===== src/rtl/tage_pkg.sv =====
package tage_pkg;

    localparam logic [2:0] TCTR_WEAK_NT = 3'd3;
    localparam logic [2:0] TCTR_WEAK_T  = 3'd4;
    localparam logic [1:0] BCTR_INIT    = 2'd1;

    function automatic logic [2:0] tctr_next(input logic [2:0] c, input logic t);
        if (t) return (c == 3'd7) ? c : c + 3'd1;
        return (c == 3'd0) ? c : c - 3'd1;
    endfunction

    function automatic logic [1:0] bctr_next(input logic [1:0] c, input logic t);
        if (t) return (c == 2'd3) ? c : c + 2'd1;
        return (c == 2'd0) ? c : c - 2'd1;
    endfunction

    function automatic logic [3:0] conf_next(input logic [3:0] c, input logic up);
        if (up) return (c == 4'd15) ? c : c + 4'd1;
        return (c == 4'd0) ? c : c - 4'd1;
    endfunction

    function automatic logic tctr_weak(input logic [2:0] c);
        return (c == TCTR_WEAK_NT) || (c == TCTR_WEAK_T);
    endfunction

endpackage


===== src/rtl/tage_base_tbl.sv =====
module tage_base_tbl #(
    parameter int BASE_W = 5
) (
    input  logic              clk,
    input  logic              rst_n,
    input  logic [BASE_W-1:0] p_idx,
    output logic [1:0]        p_ctr,
    input  logic [BASE_W-1:0] u_idx,
    output logic [1:0]        u_ctr,
    input  logic              w_en,
    input  logic [BASE_W-1:0] w_idx,
    input  logic [1:0]        w_ctr
);
    import tage_pkg::*;

    localparam int ENTRIES = 1 << BASE_W;

    logic [1:0] ctr_q [ENTRIES];

    always_ff @(posedge clk or negedge rst_n) begin
        if (!rst_n) begin
            for (int e = 0; e < ENTRIES; e++) ctr_q[e] <= BCTR_INIT;
        end else if (w_en) begin
            ctr_q[w_idx] <= w_ctr;
        end
    end

    assign p_ctr = ctr_q[p_idx];
    assign u_ctr = ctr_q[u_idx];

endmodule


===== src/rtl/tage_tag_tbl.sv =====
module tage_tag_tbl #(
    parameter int IDX_W = 4,
    parameter int TAG_W = 6
) (
    input  logic             clk,
    input  logic             rst_n,
    input  logic [IDX_W-1:0] p_idx,
    input  logic [TAG_W-1:0] p_tag,
    output logic             p_hit,
    output logic [2:0]       p_ctr,
    input  logic [IDX_W-1:0] u_idx,
    output logic [2:0]       u_ctr,
    output logic [TAG_W-1:0] u_tag,
    output logic             u_use,
    input  logic             w_en,
    input  logic [IDX_W-1:0] w_idx,
    input  logic [TAG_W-1:0] w_tag,
    input  logic [2:0]       w_ctr,
    input  logic             w_use
);
    import tage_pkg::*;

    localparam int ENTRIES = 1 << IDX_W;

    logic [TAG_W-1:0] tag_q [ENTRIES];
    logic [2:0]       ctr_q [ENTRIES];
    logic             use_q [ENTRIES];

    always_ff @(posedge clk or negedge rst_n) begin
        if (!rst_n) begin
            for (int e = 0; e < ENTRIES; e++) begin
                tag_q[e] <= '0;
                ctr_q[e] <= TCTR_WEAK_NT;
                use_q[e] <= 1'b0;
            end
        end else if (w_en) begin
            tag_q[w_idx] <= w_tag;
            ctr_q[w_idx] <= w_ctr;
            use_q[w_idx] <= w_use;
        end
    end

    assign p_hit = (tag_q[p_idx] == p_tag);
    assign p_ctr = ctr_q[p_idx];
    assign u_ctr = ctr_q[u_idx];
    assign u_tag = tag_q[u_idx];
    assign u_use = use_q[u_idx];

endmodule


===== src/rtl/tage_predictor.sv =====
module tage_predictor #(
    parameter int PC_W       = 16,
    parameter int BASE_W     = 5,
    parameter int NUM_TAGGED = 3,
    parameter int IDX_W      = 4,
    parameter int TAG_W      = 6,
    parameter int MIN_HIST   = 4
) (
    input  logic                              clk,
    input  logic                              rst_n,
    input  logic [PC_W-1:0]                   pred_pc,
    output logic                              pred_taken,
    output logic [$clog2(NUM_TAGGED+1)-1:0]   pred_provider,
    output logic [$clog2(NUM_TAGGED+1)-1:0]   pred_alt,
    input  logic                              upd_valid,
    input  logic [PC_W-1:0]                   upd_pc,
    input  logic                              upd_taken,
    input  logic [$clog2(NUM_TAGGED+1)-1:0]   upd_provider,
    input  logic [$clog2(NUM_TAGGED+1)-1:0]   upd_alt
);
    import tage_pkg::*;

    localparam int PROV_W = $clog2(NUM_TAGGED + 1);
    localparam int GHR_W  = MIN_HIST << (NUM_TAGGED - 1);

    logic [GHR_W-1:0] ghr;
    logic [3:0]       alt_ctr;

    function automatic logic [IDX_W-1:0] fold_idx(input logic [GHR_W-1:0] h, input int len);
        logic [IDX_W-1:0] r;
        r = '0;
        for (int j = 0; j < GHR_W; j++) if (j < len) r[j % IDX_W] ^= h[j];
        return r;
    endfunction

    function automatic logic [TAG_W-1:0] fold_tag(input logic [GHR_W-1:0] h, input int len);
        logic [TAG_W-1:0] r;
        r = '0;
        for (int j = 0; j < GHR_W; j++) if (j < len) r[j % TAG_W] ^= h[j];
        return r;
    endfunction

    // Per-table lookup signals (p_: predict side, u_: update side, w_: write)
    logic [IDX_W-1:0] p_idx [NUM_TAGGED];
    logic [TAG_W-1:0] p_tag [NUM_TAGGED];
    logic             p_hit [NUM_TAGGED];
    logic [2:0]       p_ctr [NUM_TAGGED];
    logic [IDX_W-1:0] u_idx [NUM_TAGGED];
    logic [TAG_W-1:0] u_tagc [NUM_TAGGED];
    logic [TAG_W-1:0] u_tagm [NUM_TAGGED];
    logic [2:0]       u_ctr [NUM_TAGGED];
    logic             u_use [NUM_TAGGED];
    logic             w_en  [NUM_TAGGED];
    logic [TAG_W-1:0] w_tag [NUM_TAGGED];
    logic [2:0]       w_ctr [NUM_TAGGED];
    logic             w_use [NUM_TAGGED];

    logic [1:0] pb_ctr, ub_ctr, wb_ctr;
    logic       wb_en;

    tage_base_tbl #(.BASE_W(BASE_W)) u_base (
        .clk   (clk),
        .rst_n (rst_n),
        .p_idx (pred_pc[BASE_W-1:0]),
        .p_ctr (pb_ctr),
        .u_idx (upd_pc[BASE_W-1:0]),
        .u_ctr (ub_ctr),
        .w_en  (wb_en),
        .w_idx (upd_pc[BASE_W-1:0]),
        .w_ctr (wb_ctr)
    );

    for (genvar g = 0; g < NUM_TAGGED; g++) begin : g_tbl
        localparam int LEN = MIN_HIST << g;

        assign p_idx[g]  = pred_pc[IDX_W-1:0] ^ pred_pc[2*IDX_W-1:IDX_W] ^ fold_idx(ghr, LEN);
        assign p_tag[g]  = pred_pc[PC_W-1 -: TAG_W] ^ fold_tag(ghr, LEN);
        assign u_idx[g]  = upd_pc[IDX_W-1:0] ^ upd_pc[2*IDX_W-1:IDX_W] ^ fold_idx(ghr, LEN);
        assign u_tagc[g] = upd_pc[PC_W-1 -: TAG_W] ^ fold_tag(ghr, LEN);

        tage_tag_tbl #(.IDX_W(IDX_W), .TAG_W(TAG_W)) u_tbl (
            .clk   (clk),
            .rst_n (rst_n),
            .p_idx (p_idx[g]),
            .p_tag (p_tag[g]),
            .p_hit (p_hit[g]),
            .p_ctr (p_ctr[g]),
            .u_idx (u_idx[g]),
            .u_ctr (u_ctr[g]),
            .u_tag (u_tagm[g]),
            .u_use (u_use[g]),
            .w_en  (w_en[g]),
            .w_idx (u_idx[g]),
            .w_tag (w_tag[g]),
            .w_ctr (w_ctr[g]),
            .w_use (w_use[g])
        );
    end

    // Predict side: provider and alternate selection
    logic [PROV_W-1:0] prov_p, alt_p;
    logic              pdir_p, adir_p, weak_p;

    always_comb begin
        prov_p = '0;
        alt_p  = '0;
        for (int k = 0; k < NUM_TAGGED; k++) begin
            if (p_hit[k]) begin
                alt_p  = prov_p;
                prov_p = PROV_W'(k + 1);
            end
        end
        pdir_p = pb_ctr[1];
        adir_p = pb_ctr[1];
        weak_p = 1'b0;
        for (int k = 0; k < NUM_TAGGED; k++) begin
            if (prov_p == PROV_W'(k + 1)) begin
                pdir_p = p_ctr[k][2];
                weak_p = tctr_weak(p_ctr[k]);
            end
            if (alt_p == PROV_W'(k + 1)) adir_p = p_ctr[k][2];
        end
    end

    assign pred_provider = prov_p;
    assign pred_alt      = alt_p;
    assign pred_taken    = (weak_p && alt_ctr[3]) ? adir_p : pdir_p;

    // Update side: re-read components named by the saved identities
    logic pdir_u, adir_u, weak_u, final_u, miss_u, free_any;
    logic [NUM_TAGGED-1:0] alloc_hot;

    always_comb begin
        pdir_u = ub_ctr[1];
        adir_u = ub_ctr[1];
        weak_u = 1'b0;
        for (int k = 0; k < NUM_TAGGED; k++) begin
            if (upd_provider == PROV_W'(k + 1)) begin
                pdir_u = u_ctr[k][2];
                weak_u = tctr_weak(u_ctr[k]);
            end
            if (upd_alt == PROV_W'(k + 1)) adir_u = u_ctr[k][2];
        end
        final_u = (weak_u && alt_ctr[3]) ? adir_u : pdir_u;
        miss_u  = (final_u != upd_taken);

        free_any  = 1'b0;
        alloc_hot = '0;
        for (int k = 0; k < NUM_TAGGED; k++) begin
            if (PROV_W'(k + 1) > upd_provider && !u_use[k] && !free_any) begin
                free_any     = 1'b1;
                alloc_hot[k] = 1'b1;
            end
        end

        wb_en  = upd_valid && (upd_provider == '0);
        wb_ctr = bctr_next(ub_ctr, upd_taken);

        for (int k = 0; k < NUM_TAGGED; k++) begin
            w_en[k]  = 1'b0;
            w_tag[k] = u_tagm[k];
            w_ctr[k] = u_ctr[k];
            w_use[k] = u_use[k];
            if (upd_valid) begin
                if (upd_provider == PROV_W'(k + 1)) begin
                    w_en[k]  = 1'b1;
                    w_ctr[k] = tctr_next(u_ctr[k], upd_taken);
                    if (pdir_u != adir_u) w_use[k] = (pdir_u == upd_taken);
                end else if (miss_u && PROV_W'(k + 1) > upd_provider) begin
                    if (alloc_hot[k]) begin
                        w_en[k]  = 1'b1;
                        w_tag[k] = u_tagc[k];
                        w_ctr[k] = upd_taken ? TCTR_WEAK_T : TCTR_WEAK_NT;
                        w_use[k] = 1'b0;
                    end else if (!free_any) begin
                        w_en[k]  = 1'b1;
                        w_use[k] = 1'b0;
                    end
                end
            end
        end
    end

    always_ff @(posedge clk or negedge rst_n) begin
        if (!rst_n) begin
            ghr     <= '0;
            alt_ctr <= '0;
        end else if (upd_valid) begin
            ghr <= {ghr[GHR_W-2:0], upd_taken};
            if (weak_u && (pdir_u != adir_u))
                alt_ctr <= conf_next(alt_ctr, adir_u == upd_taken);
        end
    end

endmodule


===== config.mk =====
export PLATFORM = sky130hd
export DESIGN_NAME = tage_predictor
export DESIGN_NICKNAME = d
export VERILOG_FILES = /design/src/rtl/tage_pkg.sv /design/src/rtl/tage_base_tbl.sv /design/src/rtl/tage_tag_tbl.sv /design/src/rtl/tage_predictor.sv
export SDC_FILE = /design/constraint.sdc
export NUM_CORES = 1
export LEC_CHECK = 0
export CAP_MARGIN = 20
export CORE_MARGIN = 4
export CORE_UTILIZATION = 56
export CTS_BUF_LIST = sky130_fd_sc_hd__clkbuf_4
export CTS_CLUSTER_SIZE = 40
export DETAILED_ROUTE_END_ITERATION = 10
export GPL_TIMING_DRIVEN = 0
export PLACE_DENSITY_LB_ADDON = 0.15
export SYNTH_ARGS = -nofsm -noshare
export SYNTH_HDL_FRONTEND = slang
export SYNTH_SLANG_ARGS = --single-unit

===== constraint.sdc =====
create_clock -name clk -period 10.5 [get_ports clk]
set_clock_uncertainty 0.2 [all_clocks]
set_input_delay 2.625 -clock clk [delete_from_list [all_inputs] [get_ports clk]]
set_output_delay 2.625 -clock clk [all_outputs]
set_load 0.05 [all_outputs]

## After elaboration in Yosys (flattened, before gate mapping)

Cells that the tools add are included.

- Reduce and logical (&&, ||, !) cells: 34
- $mul: 0
- Div/mod/pow operators: 0
- Add/sub/neg operators: 10
- Bitwise operators: 44
- Order comparisons: 15
- Shift operators: 0
- Equality and inequality tests: 38
- Muxes and demuxes: 197

Operators by type and width:

| cell | count |
|---|---|
| 96-bit bitwise mux | 3 |
| 6-bit two-way mux | 27 |
| 6-bit binary-select mux with 4-bit select | 6 |
| 48-bit bitwise mux | 3 |
| 3-bit two-way mux | 40 |
| 1-bit two-way mux | 77 |
| 3-bit binary-select mux with 4-bit select | 6 |
| 6-bit demux with 4-bit select | 3 |
| 64-bit bitwise mux | 1 |
| 16-bit bitwise mux | 3 |
| 3-bit demux with 4-bit select | 3 |
| 4-bit XOR | 8 |
| 5-bit greater-or-equal comparator (second input constant) | 6 |
| 4-bit NOT with 5-bit output | 6 |
| 3-bit == test (second input constant) | 9 |
| 2-bit two-way mux | 12 |
| 6-bit XOR | 4 |
| 1-bit XOR | 22 |
| 2-bit binary-select mux with 5-bit select | 2 |
| 2-bit == test (second input constant) | 9 |
| 3-bit by 2-bit == test with 1-bit output (second input constant) | 6 |
| 6-bit == test | 3 |
| 1-bit logical AND | 16 |
| 4-bit two-way mux | 4 |
| other kinds (28) | 59 |

- Memories: 0
- Memory bits (writable): 0
- Memory bits (read-only): 0
- Bits in registers: 564
- Bits in latches: 0

## Depth between registers and ports, before layout

- Word-level depth: 21
- Gate-level depth with buffers: 23

## Cells and area by module

A second synthesis with hierarchy kept.

- Cell total of the unflattened synthesis: 2232
- Area, all modules: 32412.3 µm²

Modules (own cells, without submodules):

| module | seq. area each (µm²) | area each (µm²) | cells each | instances |
|---|---|---|---|---|
| tage_tag_tbl | 4043.9 | 8503.2 | 517 | 3 |
| tage_base_tbl | 1641.6 | 3853.7 | 327 | 1 |
| tage_predictor | 500.5 | 3049.2 | 354 | 1 |

## Least setup slack after synthesis

OpenSTA, ideal clock, no wires.

- Kind: input to output
- Start point: in pred_pc[0]
- End point: out pred_taken
- Path slack: -0.069 ns
- Arrival time: 7.744 ns
- Data required time: 7.675 ns
- Cell stages on the path: 12
- Path buffers: 4
- Cell sequence: clkbuf_1 -> xnor3_1 -> buf_1 -> xnor2_1 -> clkbuf_1 -> clkbuf_1 -> mux4_2 -> mux4_2 -> nand3b_1 -> a31oi_1 -> a211oi_1 -> a221oi_1

- Cells in the longest elaborated chain, start to end: 16
- Elaborated cells between the ends (all ways): 63
- Those cells by class: eq/ne: 15; mux: 36; bitwise: 8; reduce/logical: 4

RTL lines:

| item | line | RTL |
|---|---|---|
| start: declaration | tage_predictor.sv:11 | `input logic [PC_W-1:0] pred_pc,` |
| 4-bit XOR (2 in series) | tage_predictor.sv:76 | `assign p_idx[g] = pred_pc[IDX_W-1:0] ^ pred_pc[2*IDX_W-1:IDX_W] ^ fold_idx(ghr, LEN);` |
| 4-bit NOT with 5-bit output (not written as such) | tage_tag_tbl.sv:43, tage_tag_tbl.sv:44 |  |
| 6-bit binary-select mux with 4-bit select | tage_tag_tbl.sv:43 | `assign p_hit = (tag_q[p_idx] == p_tag);` |
| 6-bit two-way mux (not written as such) (2 in series) | tage_tag_tbl.sv:43 |  |
| 6-bit == test | tage_tag_tbl.sv:43 |  |
| 1-bit two-way mux | tage_predictor.sv:108 | `if (p_hit[k]) begin` |
| 2-bit two-way mux (2 in series) | tage_predictor.sv:108 |  |
| 2-bit by 1-bit == test with 1-bit output | tage_predictor.sv:117 | `if (prov_p == PROV_W'(k + 1)) begin` |
| 1-bit two-way mux (3 in series) | tage_predictor.sv:117 |  |
| 1-bit logical AND | tage_predictor.sv:127 | `assign pred_taken = (weak_p && alt_ctr[3]) ? adir_p : pdir_p;` |
| 1-bit two-way mux (*) | tage_predictor.sv:127 |  |
| end: declaration | tage_predictor.sv:12 | `output logic pred_taken,` |

Every way passes the cells marked *; elsewhere a longest branch is shown, timed or not. The select of a mux whose other input is x is not followed.

## Worst setup path in the final report

- Start point: in pred_pc[6]
- End point: out pred_taken

- Cells in the longest elaborated chain, start to end: 16
- Elaborated cells between the ends (all ways): 59
- Those cells by class: eq/ne: 15; mux: 33; bitwise: 7; reduce/logical: 4

RTL lines:

| item | line |
|---|---|
| 4-bit XOR (*) | tage_predictor.sv:76 |
| 4-bit XOR | tage_predictor.sv:76 |
| 4-bit NOT with 5-bit output (not written as such) | tage_tag_tbl.sv:43, tage_tag_tbl.sv:44 |
| 6-bit binary-select mux with 4-bit select | tage_tag_tbl.sv:43 |
| 6-bit two-way mux (not written as such) (2 in series) | tage_tag_tbl.sv:43 |
| 6-bit == test | tage_tag_tbl.sv:43 |
| 1-bit two-way mux | tage_predictor.sv:108 |
| 2-bit two-way mux (2 in series) | tage_predictor.sv:108 |
| 2-bit by 1-bit == test with 1-bit output | tage_predictor.sv:117 |
| 1-bit two-way mux (3 in series) | tage_predictor.sv:117 |
| 1-bit logical AND | tage_predictor.sv:127 |
| 1-bit two-way mux (*) | tage_predictor.sv:127 |

Marks and branches as above.

==> results.yml <==
run_status:
  status: "completed"
setup_path:
  crit_path_max_fanout: 6
  ff2ff_path_depth: 22
  arrival_ns: 7.59
  critPathKind: "in2out"
  r2r-start: "ghr[0]"
  ff2ff_setup_slack_ns: 2.42
  worstReg2RegEnd: "g_tbl[0].u_tbl.tag_q[8]"
  cp-end-kind: "primary output"
  cp.required_ns: 7.68
  worstSetupStartpointType: "input pin"
yosys:
  ys_seq_area_frac: 0.4284
  synth_edf_count: 0
  ys.flop_type: "dfrtp_1"
  synth_seq_cells: 564
  yosysUniqueCellTypes: 90
  avgSynthCellArea_um2: 12.95
  syn_inst: 2572
  synth_area_um2: 33320
  netlist.area_leader.share: 0.3275
  async_reset_ff_frac: 1.000
  yosysWarnings: 0
  yosysTopAreaCell: "dfrtp_1"
  synth_area_leaders: "dfrtp_1, mux2_2, mux4_2, dfstp_2, mux2i_1"
  synth_nets: 2620
drt:
  wirelength_um: 102500
  drc: 0
  drtIter0Drc: 2445
  drtPass1Iterations: 5
  ant_nets: 0
  vias_per_cell: 6.677
  via_count: 24591
  wire_per_inst_um: 27.83
sta:
  max-slew-margin-rel: 0.1923
  setup_viol: 0
  whs_ns: 0.3003
  min_period_ns: 10.41
  tightest_slew_ns: 1.212
  report.final.slew_viol_count: 0
  hold_viol: 0
  fin_crit_sh: 0.9915
  max_freq_mhz: 96.06
clock_tree:
  cts_buffers: 156
  cts_tree: "yes"
  clk_latency_ns: 1.02
  cts_root_buffer: "clkbuf_4"
  clkSinkCount: 564
  clock_path_buffers: 3
  cts.htree.levels: 4
  clk_pin_slew_ns: 0.06
  hold_buffers: 0
die:
  die_h_um: 251.9
  initial_core_util: 0.5656
  fp.dieArea_um2: 63470
  pin_count: 45
  die_w_um: 251.9
  fp-row-count: 89
  core_um2: 58910
worst_hold_path:
  min_path_cells: 1
  min_to: "g_tbl[0].u_tbl.use_q[1]"
  min_from: "g_tbl[0].u_tbl.use_q[1]"
  min_path_type: "reg2reg"
placement:
  gp_congestion: 0.9460
  port_buffers: 37
  placed_cell_area_um2: 34840
  hpwl_um: 69120
cells_and_area:
  drive_above_1_share: 0.4383
  final_common_cell: "mux2_2"
  most-common-layout-cells: "mux2_2, dfrtp_1, clkbuf_4, nand2_1, mux4_2"
  utilization: 0.6301
  nets: 2838
  fin_area_um2: 37120
  area_growth_pct: 11.41
power_and_ir_drop:
  power_density_nw_per_um2: 314.1
  peakVddDrop_mv: 0.1871
  leakagePower_nw: 16.45
global_route:
  antenna_found_initial: 3
  grt_pass1_wl_um: 155700
  grt_pass1_vias: 25143
  overflow: 0
  grt_max_degree: 127
  grt_usage: 0.3234
run:
  maxCapViolations: 0
[critical path, stage by stage]
cell	delay, ns
clkdlybuf4s50_1	0.60
xnor3_4	0.56
xnor3_2	0.42
buf_4	0.17
mux4_2	0.55
xor2_1	0.19
o41ai_1	0.38
o221a_2	0.25
o211ai_1	0.15
buf_4	0.22
o31a_1	0.37
nor2b_1	0.25
a31oi_1	0.12
a221oi_4	0.45
buf_4	0.27
[cells in the mapped netlist (34+ instances only)]
library cell / n
mux2_2: 517
dfrtp_1: 436
nand2_1: 230
mux4_2: 207
dfstp_2: 128
clkbuf_1: 107
mux2i_1: 103
nand3_1: 95
nor2_1: 86
mux2_1: 50
xnor2_1: 48
a21oi_1: 37
buf_2: 36
nor3_1: 36
xor2_1: 34
[metal layers]
| layer | GRT usage | up-vias | part of all wire |
|---|---|---|---|
| met5 | 0 | - | 0.000098 |
| met4 | 0.1409 | 2 | 0.042 |
| met3 | 0.07886 | 280 | 0.089 |
| met2 | 0.4820 | 1296 | 0.45 |
| met1 | 0.4575 | 12696 | 0.42 |
| li1 | - | 10317 | - |
[kinds of logic (layout without fill, tap and decap cells)]
kind of cell             Yosys count  count (layout)  share of synthesized area
flip-flops                       564             564                     0.4284
AO/OA/AOI/OAI                    228             228                    0.05254
other                              0               3                          0
AND/OR/NAND/NOR                  592             592                    0.09242
multiplexers                     878             878                     0.3632
adder cells (fa/ha/maj)           10              10                   0.003830
XOR/XNOR                         103             103                    0.03534
buffers and inverters            197             532                    0.02433
[power breakdown]
group | switching (mW) | leakage (nW) | internal (mW) | total [mW]
logic | 3.76 | 8.01 | 2.57 | 6.33
clock network | 0.971 | 1.20 | 1.08 | 2.05
registers | 0.447 | 7.25 | 2.84 | 3.28
total | 5.18 | 16.5 | 6.48 | 11.7
[state kept, by name, indices dropped and copies added (netlist names)]
register and flops:
alt_ctr 4, g_tbl.u_tbl.ctr_q 144, g_tbl.u_tbl.tag_q 288, g_tbl.u_tbl.use_q 48, ghr 16, u_base.ctr_q 64
[repair_timing]
item | in CTS | in global routing
endpoints found under the hold margin | 0 | 0
setup endpoints to repair | 5 | 2
gates resized for setup | 57 | 21
buffers inserted | 4 | 9
gates cloned | 0 | 0
pin swaps | 3 | 3
[worst max-delay path by stage]
stage	startpoint	end	slack [ns]	depth (start not counted)
finish	pred_pc[6]	pred_taken	0.09	15
global route	pred_pc[5]	pred_taken	-0.005	16
CTS	pred_pc[4]	pred_taken	0.002	17
detailed placement	pred_pc[0]	pred_taken	-2.26	15
global placement	rst_n	g_tbl[0].u_tbl.tag_q[28]	-17.50	1
floorplan	pred_pc[0]	pred_taken	0.37	12
[stage by stage]
step / std cells / worst slack [ns] / total power [mW] / TNS, ns
final: 3683 / 0.08929 / 11.66 / 0
after global routing: 3683 / -0.004608 / 12.25 / -0.004608
after CTS: 3671 / 0.002235 / 11.49 / 0
after detailed placement: 3392 / -2.258 / 9.360 / -7.380
after global placement: 3382 / -17.50 / 9.166 / -8905.34
after floorplan: 2572 / 0.3716 / 7.508 / 0
[layout make-up]
| class | instances | area (um^2) |
|---|---|---|
| antenna | 3 | 7.507 |
| tap | 773 | 967.2 |
| multi-input combinational | 1811 | 18330 |
| clock inverter | 32 | 186.4 |
| fill | 4548 | 21790 |
| sequential | 564 | 14270 |
| timing repair buffer | 61 | 654.4 |
| inverter | 18 | 67.56 |
| buffer | 178 | 808.3 |
| clock buffer | 243 | 1824 |
(Power assumes the default switching activity.)
